<file path="src/rtl/mod2n_pkg.sv">
package mod2n_pkg;
  localparam int WORD_W = 32;
  typedef logic [WORD_W-1:0] word_t;

  typedef struct packed {
    logic  co;
    word_t r;
  } wres_t;

  // add: co is carry out; sub: co is borrow out
  function automatic wres_t word_op(input word_t x, input word_t y,
                                    input logic cin, input logic sub);
    logic [WORD_W:0] t;
    wres_t o;
    if (sub) begin
      t = {1'b0, x} + {1'b0, ~y} + {{WORD_W{1'b0}}, ~cin};
      o.co = ~t[WORD_W];
    end else begin
      t = {1'b0, x} + {1'b0, y} + {{WORD_W{1'b0}}, cin};
      o.co = t[WORD_W];
    end
    o.r = t[WORD_W-1:0];
    return o;
  endfunction
endpackage

</file>
<file path="src/rtl/mod2n_word_alu.sv">
module mod2n_word_alu
  import mod2n_pkg::*;
(
  input  word_t x,
  input  word_t y,
  input  logic  cin,
  input  logic  sub,
  output word_t r,
  output logic  cout
);
  wres_t res;
  always_comb begin
    res  = word_op(x, y, cin, sub);
    r    = res.r;
    cout = res.co;
  end
endmodule

</file>
<file path="src/rtl/mod2n_seq.sv">
module mod2n_seq #(
  parameter int NWORDS  = 8,
  parameter int LATENCY = 41,
  localparam int CW     = $clog2(LATENCY + 1),
  localparam int IDXW   = (NWORDS > 1) ? $clog2(NWORDS) : 1
) (
  input  logic            clk,
  input  logic            rst_n,
  input  logic            start,
  output logic            accept,
  output logic            busy,
  output logic            pass1,
  output logic            pass2,
  output logic            last_word,
  output logic            fin,
  output logic [IDXW-1:0] widx
);
  logic [CW-1:0] cnt;

  always_ff @(posedge clk) begin
    if (!rst_n)                      cnt <= '0;
    else if (cnt == '0)              cnt <= start ? CW'(1) : '0;
    else if (cnt == CW'(LATENCY))    cnt <= '0;
    else                             cnt <= cnt + CW'(1);
  end

  always_comb begin
    busy      = (cnt != '0);
    accept    = start && !busy;
    pass1     = busy && (cnt <= CW'(NWORDS));
    pass2     = (cnt > CW'(NWORDS)) && (cnt <= CW'(2 * NWORDS));
    last_word = (widx == IDXW'(NWORDS - 1));
    fin       = (cnt == CW'(LATENCY));
  end

  always_ff @(posedge clk) begin
    if (!rst_n || accept)  widx <= '0;
    else if (pass1 || pass2)
      widx <= last_word ? '0 : widx + IDXW'(1);
  end
endmodule

</file>
<file path="src/rtl/mod2n_addsub.sv">
module mod2n_addsub
  import mod2n_pkg::*;
#(
  parameter int NWORDS  = 8,
  parameter int LATENCY = 41,
  localparam int W      = WORD_W * NWORDS,
  localparam int IDXW   = (NWORDS > 1) ? $clog2(NWORDS) : 1
) (
  input  logic         clk,
  input  logic         rst_n,
  input  logic         start,
  input  logic         op_sub,
  input  logic [W-1:0] a_in,
  input  logic [W-1:0] b_in,
  input  logic [W-1:0] mod2n,
  output logic         busy,
  output logic         done,
  output logic [W-1:0] res_out
);
  initial begin
    if (LATENCY < 2 * NWORDS + 1) $error("LATENCY too small for two passes");
  end

  logic [W-1:0] a_q, b_q, m_q, s_q, t_q;
  logic         op_q, cy_q, c1_q;

  logic            accept, pass1, pass2, last_word, fin;
  logic [IDXW-1:0] widx;

  mod2n_seq #(.NWORDS(NWORDS), .LATENCY(LATENCY)) u_seq (
    .clk(clk), .rst_n(rst_n), .start(start), .accept(accept), .busy(busy),
    .pass1(pass1), .pass2(pass2), .last_word(last_word), .fin(fin), .widx(widx)
  );

  // word selection: pass 1 works on A/B, pass 2 on raw result and M
  word_t a_w, b_w, s_w, m_w, alu_x, alu_y, alu_r;
  logic  alu_sub, alu_co;
  always_comb begin
    a_w     = a_q[widx*WORD_W +: WORD_W];
    b_w     = b_q[widx*WORD_W +: WORD_W];
    s_w     = s_q[widx*WORD_W +: WORD_W];
    m_w     = m_q[widx*WORD_W +: WORD_W];
    alu_x   = pass1 ? a_w : s_w;
    alu_y   = pass1 ? b_w : m_w;
    alu_sub = pass1 ? op_q : ~op_q;
  end

  mod2n_word_alu u_alu (
    .x(alu_x), .y(alu_y), .cin(cy_q), .sub(alu_sub), .r(alu_r), .cout(alu_co)
  );

  // add: corrected if raw sum overflowed or (sum - M) did not borrow
  // sub: corrected if the raw difference borrowed
  logic pick_corr;
  always_comb pick_corr = op_q ? c1_q : (c1_q | ~cy_q);

  always_ff @(posedge clk) begin
    if (!rst_n) begin
      a_q <= '0; b_q <= '0; m_q <= '0; s_q <= '0; t_q <= '0;
      op_q <= 1'b0; cy_q <= 1'b0; c1_q <= 1'b0;
    end else if (accept) begin
      a_q <= a_in; b_q <= b_in; m_q <= mod2n; op_q <= op_sub;
      cy_q <= 1'b0;
    end else if (pass1) begin
      s_q[widx*WORD_W +: WORD_W] <= alu_r;
      cy_q <= last_word ? 1'b0 : alu_co;
      if (last_word) c1_q <= alu_co;
    end else if (pass2) begin
      t_q[widx*WORD_W +: WORD_W] <= alu_r;
      cy_q <= alu_co;
    end
  end

  always_ff @(posedge clk) begin
    if (!rst_n) begin
      done    <= 1'b0;
      res_out <= '0;
    end else begin
      done <= fin;
      if (fin) res_out <= pick_corr ? t_q : s_q;
    end
  end
endmodule

</file>
<file path="config.mk">
export PLATFORM = sky130hd
export DESIGN_NAME = mod2n_addsub
export DESIGN_NICKNAME = d
export VERILOG_FILES = /design/src/rtl/mod2n_pkg.sv /design/src/rtl/mod2n_word_alu.sv /design/src/rtl/mod2n_seq.sv /design/src/rtl/mod2n_addsub.sv
export SDC_FILE = /design/constraint.sdc
export NUM_CORES = 2
export LEC_CHECK = 0
export BUFFER_PORTS_ARGS = -buffer_cell sky130_fd_sc_hd__buf_2
export CORE_AREA = 2 2 402 404
export DETAILED_ROUTE_END_ITERATION = 10
export DIE_AREA = 0 0 404 406
export GPL_TIMING_DRIVEN = 0
export PLACE_DENSITY = 0.66
export REMOVE_ABC_BUFFERS = 1
export SYNTH_ARGS = -nofsm -noshare
export SYNTH_HDL_FRONTEND = slang
export SYNTH_SLANG_ARGS = --single-unit
</file>
<file path="constraint.sdc">
create_clock -name clk -period 6.63 [get_ports clk]
set_input_delay 1.326 -clock clk [delete_from_list [all_inputs] [get_ports clk]]
set_output_delay 1.326 -clock clk [all_outputs]
set_load 0.02 [all_outputs]
</file>
After elaboration in Yosys (flattened, before gate mapping)
Cells that the tools add are included.
{"block": "word_totals", "ff_bits": 1549, "latchBits": 0, "ram_bits": 0, "rom_bits": 0, "input_bits": 772, "output_inout_bits": 258, "elab_cells": 68, "n_memories": 0}
{"block": "classes", "n_addsub": 7, "n_mul": 0, "div": 0, "n_lt_le_gt_ge": 3, "eq_ne": 2, "shifts": 6, "mux": 16, "n_bitwise": 8, "n_reduce_logical": 14}
{"cell": "256-bit by 9-bit variable part select with 32-bit output", "n": 4}
{"cell": "256-bit bitwise mux", "n": 2}
{"cell": "256-bit two-way mux", "n": 1}
{"cell": "32-bit by 34-bit variable shift with 256-bit output, first input constant", "n": 1}
{"cell": "32-bit by 34-bit variable part select with 256-bit output", "n": 1}
{"cell": "32-bit two-way mux", "n": 3}
{"cell": "32-bit by 32-bit adder with 33-bit output", "n": 2}
{"cell": "33-bit by 1-bit adder with 33-bit output", "n": 2}
{"cell": "8-bit negation with 34-bit output", "n": 1}
{"cell": "32-bit inverter", "n": 1}
{"cell": "6-bit two-way mux", "n": 2}
{"cell": "1-bit two-way mux", "n": 7}
{"cell": "6-bit by 1-bit adder with 6-bit output, second input constant", "n": 1}
{"cell": "6-bit == test, second input constant", "n": 1}
{"cell": "6-bit by 4-bit greater-than comparator with 1-bit output, second input constant", "n": 1}
{"cell": "6-bit by 4-bit <= comparator with 1-bit output, second input constant", "n": 1}
{"cell": "6-bit by 5-bit <= comparator with 1-bit output, second input constant", "n": 1}
{"cell": "6-bit logical NOT", "n": 1}
{"cell": "1-bit inverter", "n": 6}
{"cell": "3-bit AND reduction", "n": 2}
{"cell": "6-bit nonzero test", "n": 1}
{"cell": "3-bit by 1-bit adder with 3-bit output, second input constant", "n": 1}
{"cell": "3-bit == test, second input constant", "n": 1}
{"cell": "1-bit logical AND", "n": 3}
{"cell": "7 further kinds", "n": 9}

Logic depth before layout (Yosys ltp)
{"block": "logic_depth", "word_depth": 10, "ltp_mapped": 24, "ltp_nobuf": 21}

Cells and area by module
From an unflattened synthesis, not the netlist that was laid out.
{"block": "unflattened", "hier_cells": 7291, "hier_area_um2": 71944.0}
{"module": "mod2n_addsub", "instances": 1, "cells_per_inst": 6629, "area_each_um2": 67469.7, "seq_area_each_um2": 30829.6}
{"module": "mod2n_word_alu", "instances": 1, "cells_per_inst": 595, "area_each_um2": 3871.2, "seq_area_each_um2": 0.0}
{"module": "mod2n_seq", "instances": 1, "cells_per_inst": 67, "area_each_um2": 603.1, "seq_area_each_um2": 180.2}

Worst setup path after synthesis
No wires, ideal clock.
{"block": "synth_path", "path_type": "register to register", "startpoint": "register u_seq.cnt[0]", "endpoint": "register s_q[120]", "setup_ns": 0.070, "t_arrival_ns": 5.746, "required_ns": 6.560, "setup_slack_ns": 0.813, "stages_incl_launch_ff": 23, "path_buffers": 2, "synth_period_minus_slack_ns": 5.817, "path_cell_list": "dfxtp_1 -> inv_1 -> ha_1 -> nor3b_2 -> nor4_4 -> buf_1 -> mux4_2 -> mux4_2 -> ha_1 -> inv_1 -> ha_1 -> or2_1 -> fa_1 -> nor2b_1 -> o21ai_0 -> a31oi_2 -> o31ai_1 -> o21ai_1 -> a211o_1 -> o211ai_1 -> clkbuf_1 -> nand3_1 -> a21oi_1"}
{"block": "synth_between", "elab_chain_cells": 9, "elab_cells_between_ends": 18, "classes_between": "4 x add/sub; 1 x order compare; 1 x shift; 5 x mux; 2 x bitwise; 5 x reduce/logical"}
{"item": "start: declaration", "line_no": "mod2n_seq.sv:18", "text": "logic [CW-1:0] cnt;"}
{"item": "start signal: assignment", "line_no": "mod2n_seq.sv:22", "text": "else if (cnt == '0) cnt <= start ? CW'(1) : '0;"}
{"item": "start signal: assignment", "line_no": "mod2n_seq.sv:24", "text": "else cnt <= cnt + CW'(1);"}
{"item": "6-bit by 4-bit <= comparator with 1-bit output / 6-bit nonzero test (equally long branches)", "line_no": "mod2n_seq.sv:30, mod2n_seq.sv:28"}
{"item": "1-bit logical AND", "line_no": "mod2n_seq.sv:30", "text": "pass1 = busy && (cnt <= CW'(NWORDS));"}
{"item": "32-bit two-way mux", "line_no": "mod2n_addsub.sv:44", "text": "alu_y = pass1 ? b_w : m_w;"}
{"item": "32-bit inverter", "line_no": "mod2n_pkg.sv:16", "text": "t = {1'b0, x} + {1'b0, ~y} + {{WORD_W{1'b0}}, ~cin};"}
{"item": "32-bit by 32-bit adder with 33-bit output", "line_no": "mod2n_pkg.sv:16"}
{"item": "33-bit by 1-bit adder with 33-bit output", "line_no": "mod2n_pkg.sv:16"}
{"item": "32-bit two-way mux", "line_no": "mod2n_pkg.sv:15", "text": "if (sub) begin"}
{"item": "32-bit by 34-bit variable part select with 256-bit output", "line_no": "mod2n_addsub.sv:65", "text": "s_q[widx*WORD_W +: WORD_W] <= alu_r;"}
{"item": "256-bit bitwise mux", "line_no": "mod2n_addsub.sv:65"}
{"item": "end signal: indexed assignment", "line_no": "mod2n_addsub.sv:65"}
{"item": "end: declaration", "line_no": "mod2n_addsub.sv:24", "text": "logic [W-1:0] a_q, b_q, m_q, s_q, t_q;"}
Several ways; a longest one is shown, not always the timed one.
A chain may end at the register's enable or synchronous reset.

Worst setup path in the final report
{"block": "layout_path", "startpoint": "register u_seq.cnt[0]", "endpoint": "register t_q[94]"}
{"block": "layout_between", "elab_chain_cells": 9, "elab_cells_between_ends": 22, "classes_between": "4 x add/sub; 3 x order compare; 1 x shift; 5 x mux; 3 x bitwise; 6 x reduce/logical"}
{"item": "6-bit by 4-bit <= comparator with 1-bit output / 6-bit nonzero test (equally long branches)", "line_no": "mod2n_seq.sv:30, mod2n_seq.sv:28"}
{"item": "1-bit logical AND", "line_no": "mod2n_seq.sv:30"}
{"item": "32-bit two-way mux", "line_no": "mod2n_addsub.sv:44"}
{"item": "32-bit inverter", "line_no": "mod2n_pkg.sv:16"}
{"item": "32-bit by 32-bit adder with 33-bit output", "line_no": "mod2n_pkg.sv:16"}
{"item": "33-bit by 1-bit adder with 33-bit output", "line_no": "mod2n_pkg.sv:16"}
{"item": "32-bit two-way mux", "line_no": "mod2n_pkg.sv:15"}
{"item": "32-bit by 34-bit variable part select with 256-bit output", "line_no": "mod2n_addsub.sv:69", "text": "t_q[widx*WORD_W +: WORD_W] <= alu_r;"}
{"item": "256-bit bitwise mux", "line_no": "mod2n_addsub.sv:69"}
{"item": "end signal: indexed assignment", "line_no": "mod2n_addsub.sv:69"}
{"item": "end: declaration", "line_no": "mod2n_addsub.sv:24"}
Several ways; a longest one is shown, not always the timed one.

==> metrics <==
number of distinct library cells after synthesis=83; delay-heaviest family, CP=compound AO/OA/AOI/OAI gates; Critical path buffers and inverters=5; clock transition at the registers of the reported paths=~0.060 ns; utilization after layout=51.2%; PortBufs=approximately 1000; fin nets=9558; FF-to-FF setup slack=around 0.073 ns; Post-synth ARST share=0%; CTS Sinks=~1500; Hold Path Origin=t_q[188]; Die Wd=approximately 400 um; area growth from synthesis to layout=21.4%; Worst Hold Depth=2; # H-tree levels=4; Synth Register Bits=roughly 1500; CTS Hold Bufs=0; vias per cell=5.77; Critical Path Stages=23; setup TNS=0 ns; peak fanout along the critical path=16; Fmax=approximately 150 MHz; Max-Cap Viols=1; Tot GR Track Use=a little under a third; Die H=between 400 and 500 um; mapped cell area=roughly 67000 um2; Placed Cells incl. Taps=between 10000 and 15000; largest stage delay on the critical path=approximately 0.62 ns; global-route wire length before repair=a little under 400000 um; clock latency at the later pin of the worst-skew pair=0.81 ns; Fin Clk Skew=~0.039 ns; Seq/Total Area, Yosys=between 40% and 50%; pwr dens=308 nW/um2; WHS Endpoint=t_q[188]; critical path, cell by cell=inv_1, ha_1, nor3b_2, nor4_4, buf_4, buf_12, buf_8, mux4_2, mux4_2, ha_1, inv_1, ha_1, or2_1, fa_1, nor2b_1, o21ai_2, a31oi_4, o21ai_1, o31a_1, o21bai_4, a31oi_4, nor2_4, o311ai_0; Max Transition Viols Final=0; Worst Path Arrival=7.19 ns; max_slew headroom=under 10%; Crit Reg-Reg Endpoint=t_q[94]; Post-Layout Cell Count=between 10000 and 15000; Post-synth EDFFs=0; Initial Util=42.2%; Hold Violations, Final=0; Tmin final=6.56 ns; Max stage delay cell, worst path=mux4_2; fin crit share=slightly below 100%; antenna violations before repair=a little over 50; Max VDD drop=between 0.2 and 0.3 mV; drt wl/cell=between 20 and 25 um; DRC errors left=0; setup violators final=0; Syn. warnings=0; Final Power=~0.025 W; drt total wl=267000 um; syn_area_per_cell=~8.4 um2; antenna-violating nets left=0; grt ovf=0; startpoint types=register; Mapped Cells=around 8000; vias in the first global route=between 50000 and 60000; worst slew pin tran=about 1.5 ns; R2R cell count=23; CTS tree=done; I/O pins=about 1000; CP Capture Type=register; worst r2r src=u_seq.cnt[0]; core area=between 150000 and 200000 um2; WS Path Type=register to register; row count=approximately 150; vias after detailed routing=between 60000 and 70000; worst path required time=7.26 ns; TritonCTS Buffers=between 150 and 200; final RePlAce weighted congestion=0.912; Pleak=roughly 30 nW; CTS Buffer Depth=3; initial DRC count=6739; Main synth FF type=dfxtp_1; CP most frequent cell=ha_1; HPWL Detailed=roughly 190000 um; worst min-delay path class=register to register; share of post-route cells with drive strength above 1=a little over a fifth; RSZ-0062 raised after global routing=false; area of the die=164000 um2; failing checks=max-capacitance violations; outcome=finished, violations left; largest net degree at the start of global routing=between 150 and 200; TritonRoute pass-1 iters=6; root buffer cell=clkbuf_16
==> area by class of cell <==
| class | instances | area (um2) |
|---|---|---|
| Multi-Input combinational cell | 5711 | 33800 |
| Antenna cell | 31 | 77.6 |
| Sequential cell | 1549 | 31000 |
| Inverter | 76 | 300 |
| Clock buffer | 247 | 4900 |
| Timing Repair Buffer | 1207 | 8380 |
| Fill cell | 15052 | 77900 |
| Tap cell | 2086 | 2610 |
| Clock inverter | 46 | 626 |
==> how the worst max path moves through the flow <==
stage,from,end,slack [ns]
2_1_floorplan,u_seq.cnt[4],u_seq.cnt[0],-21.61
3_3_place_gp,u_seq.cnt[4],u_seq.cnt[0],-38.19
3_5_place_dp,u_seq.cnt[0],t_q[94],-1.02
4_1_cts,u_seq.cnt[0],t_q[94],0.02
5_1_grt,u_seq.cnt[0],t_q[250],0.003
6_report,u_seq.cnt[0],t_q[94],0.07
==> cells by family (layout without fill, tap and decap cells) <==
family / after synthesis / in the layout / synth area share (%)
flip-flops: 1549 / 1549 / 46.0
AND/OR/NAND/NOR: 3457 / 3457 / 20.3
buffers and inverters: 796 / 1576 / 4.60
other: 0 / 31 / 0
adder cells (fa/ha/maj): 75 / 75 / 1.42
multiplexers: 331 / 331 / 10.9
XOR/XNOR: 30 / 30 / 0.607
AO/OA/AOI/OAI: 1818 / 1818 / 16.2
==> power breakdown <==
group	total (W)	switching, W	internal, W
combinational	0.00575	0.00379	0.00197
sequential	0.00992	0.000230	0.00969
clock	0.00947	0.00398	0.00548
total	0.0251	0.00800	0.0171
==> through the flow <==
stage          worst slack, ns  cell area [um2]  hold WS, ns
2_1_floorplan           -21.61            64600        0.432
3_3_place_gp            -38.19            72300        0.438
3_5_place_dp             -1.02            75700        0.443
4_1_cts                 0.0225            81500        0.451
5_1_grt                0.00289            81700        0.466
6_report                0.0733            81800        0.450
==> cells in the mapped netlist, types with 5 or more instances <==
| library cell | count | area [um2] |
|---|---|---|
| nand2_1 | 2596 | 9740 |
| dfxtp_1 | 1549 | 31000 |
| a21oi_1 | 1177 | 5890 |
| clkbuf_1 | 615 | 2310 |
| nor2_1 | 525 | 1970 |
| mux4_2 | 321 | 7230 |
| a311oi_1 | 257 | 2250 |
| nand3_1 | 164 | 821 |
| o21ai_0 | 103 | 515 |
| a211oi_1 | 74 | 556 |
| inv_1 | 74 | 278 |
| ha_1 | 73 | 913 |
| buf_2 | 51 | 255 |
| buf_1 | 45 | 169 |
| nor3_1 | 45 | 225 |
| or4_1 | 38 | 285 |
| o311ai_0 | 30 | 263 |
| or3_1 | 25 | 156 |
| o21a_1 | 22 | 165 |
| a21o_1 | 16 | 120 |
| a32oi_1 | 16 | 140 |
| o31ai_1 | 15 | 113 |
| o211ai_1 | 14 | 105 |
| and3_1 | 12 | 75.1 |
| o21ai_1 | 12 | 60.1 |
| xnor2_1 | 12 | 105 |
| xnor2_2 | 11 | 179 |
| mux2i_1 | 10 | 100 |
| nand2b_1 | 10 | 62.6 |
| a31oi_1 | 9 | 56.3 |
| o21ai_2 | 9 | 78.8 |
| nor2b_1 | 8 | 50.1 |
| o21bai_1 | 8 | 60.1 |
| nor4_1 | 7 | 43.8 |
| o311ai_1 | 7 | 61.3 |
| and2_1 | 6 | 37.5 |
| nand4_1 | 6 | 37.5 |
| o2111ai_1 | 5 | 43.8 |
| or2_2 | 5 | 31.3 |
==> sequential cells by signal, indices dropped and copies added (netlist names) <==
register    cells
a_q           256
b_q           256
c1_q            1
cy_q            1
done            1
m_q           256
op_q            1
res_out       256
s_q           256
t_q           256
u_seq.cnt       6
u_seq.widx      3
==> layout by cell type (no fill, tap or decap), types with 14 or more instances in the layout <==
master,instances
nand2_1,2585
dfxtp_1,1547
a21oi_1,1172
buf_2,1028
nor2_1,509
mux4_2,321
a311oi_1,257
clkbuf_16,170
nand3_1,158
o21ai_0,101
a211oi_1,73
inv_1,71
ha_1,69
buf_6,56
buf_16,53
clkbuf_1,41
nor3_1,40
or4_1,38
buf_12,38
clkbuf_8,36
diode_2,31
o311ai_0,30
or3_1,25
o21a_1,22
buf_8,19
clkinv_2,17
a32oi_1,16
a21o_1,15
xnor2_2,14
o211ai_1,14
==> worst min-delay path: stages (launching register included) <==
cell	delay, ns
dfxtp_1	0.31
nand2_1	0.05
a21oi_1	0.05
==> routing by layer <==
layer / share of wire, % / track usage [%] / vias to the layer above
li1: - / - / 29080
met1: 39 / 39.4 / 30417
met2: 46 / 50.3 / 2964
met3: 8.9 / 6.91 / 718
met4: 5.9 / 17.0 / 34
met5: 0.077 / 0 / -
==> timing repair <==
action | 4_1_cts | 5_1_grt
setup endpoints to repair | 284 | 197
buffers inserted | 8 | 4
pin swaps | 4 | 3
gates resized for setup | 24 | 23
Note: power is estimated with default switching activity, not from simulation.
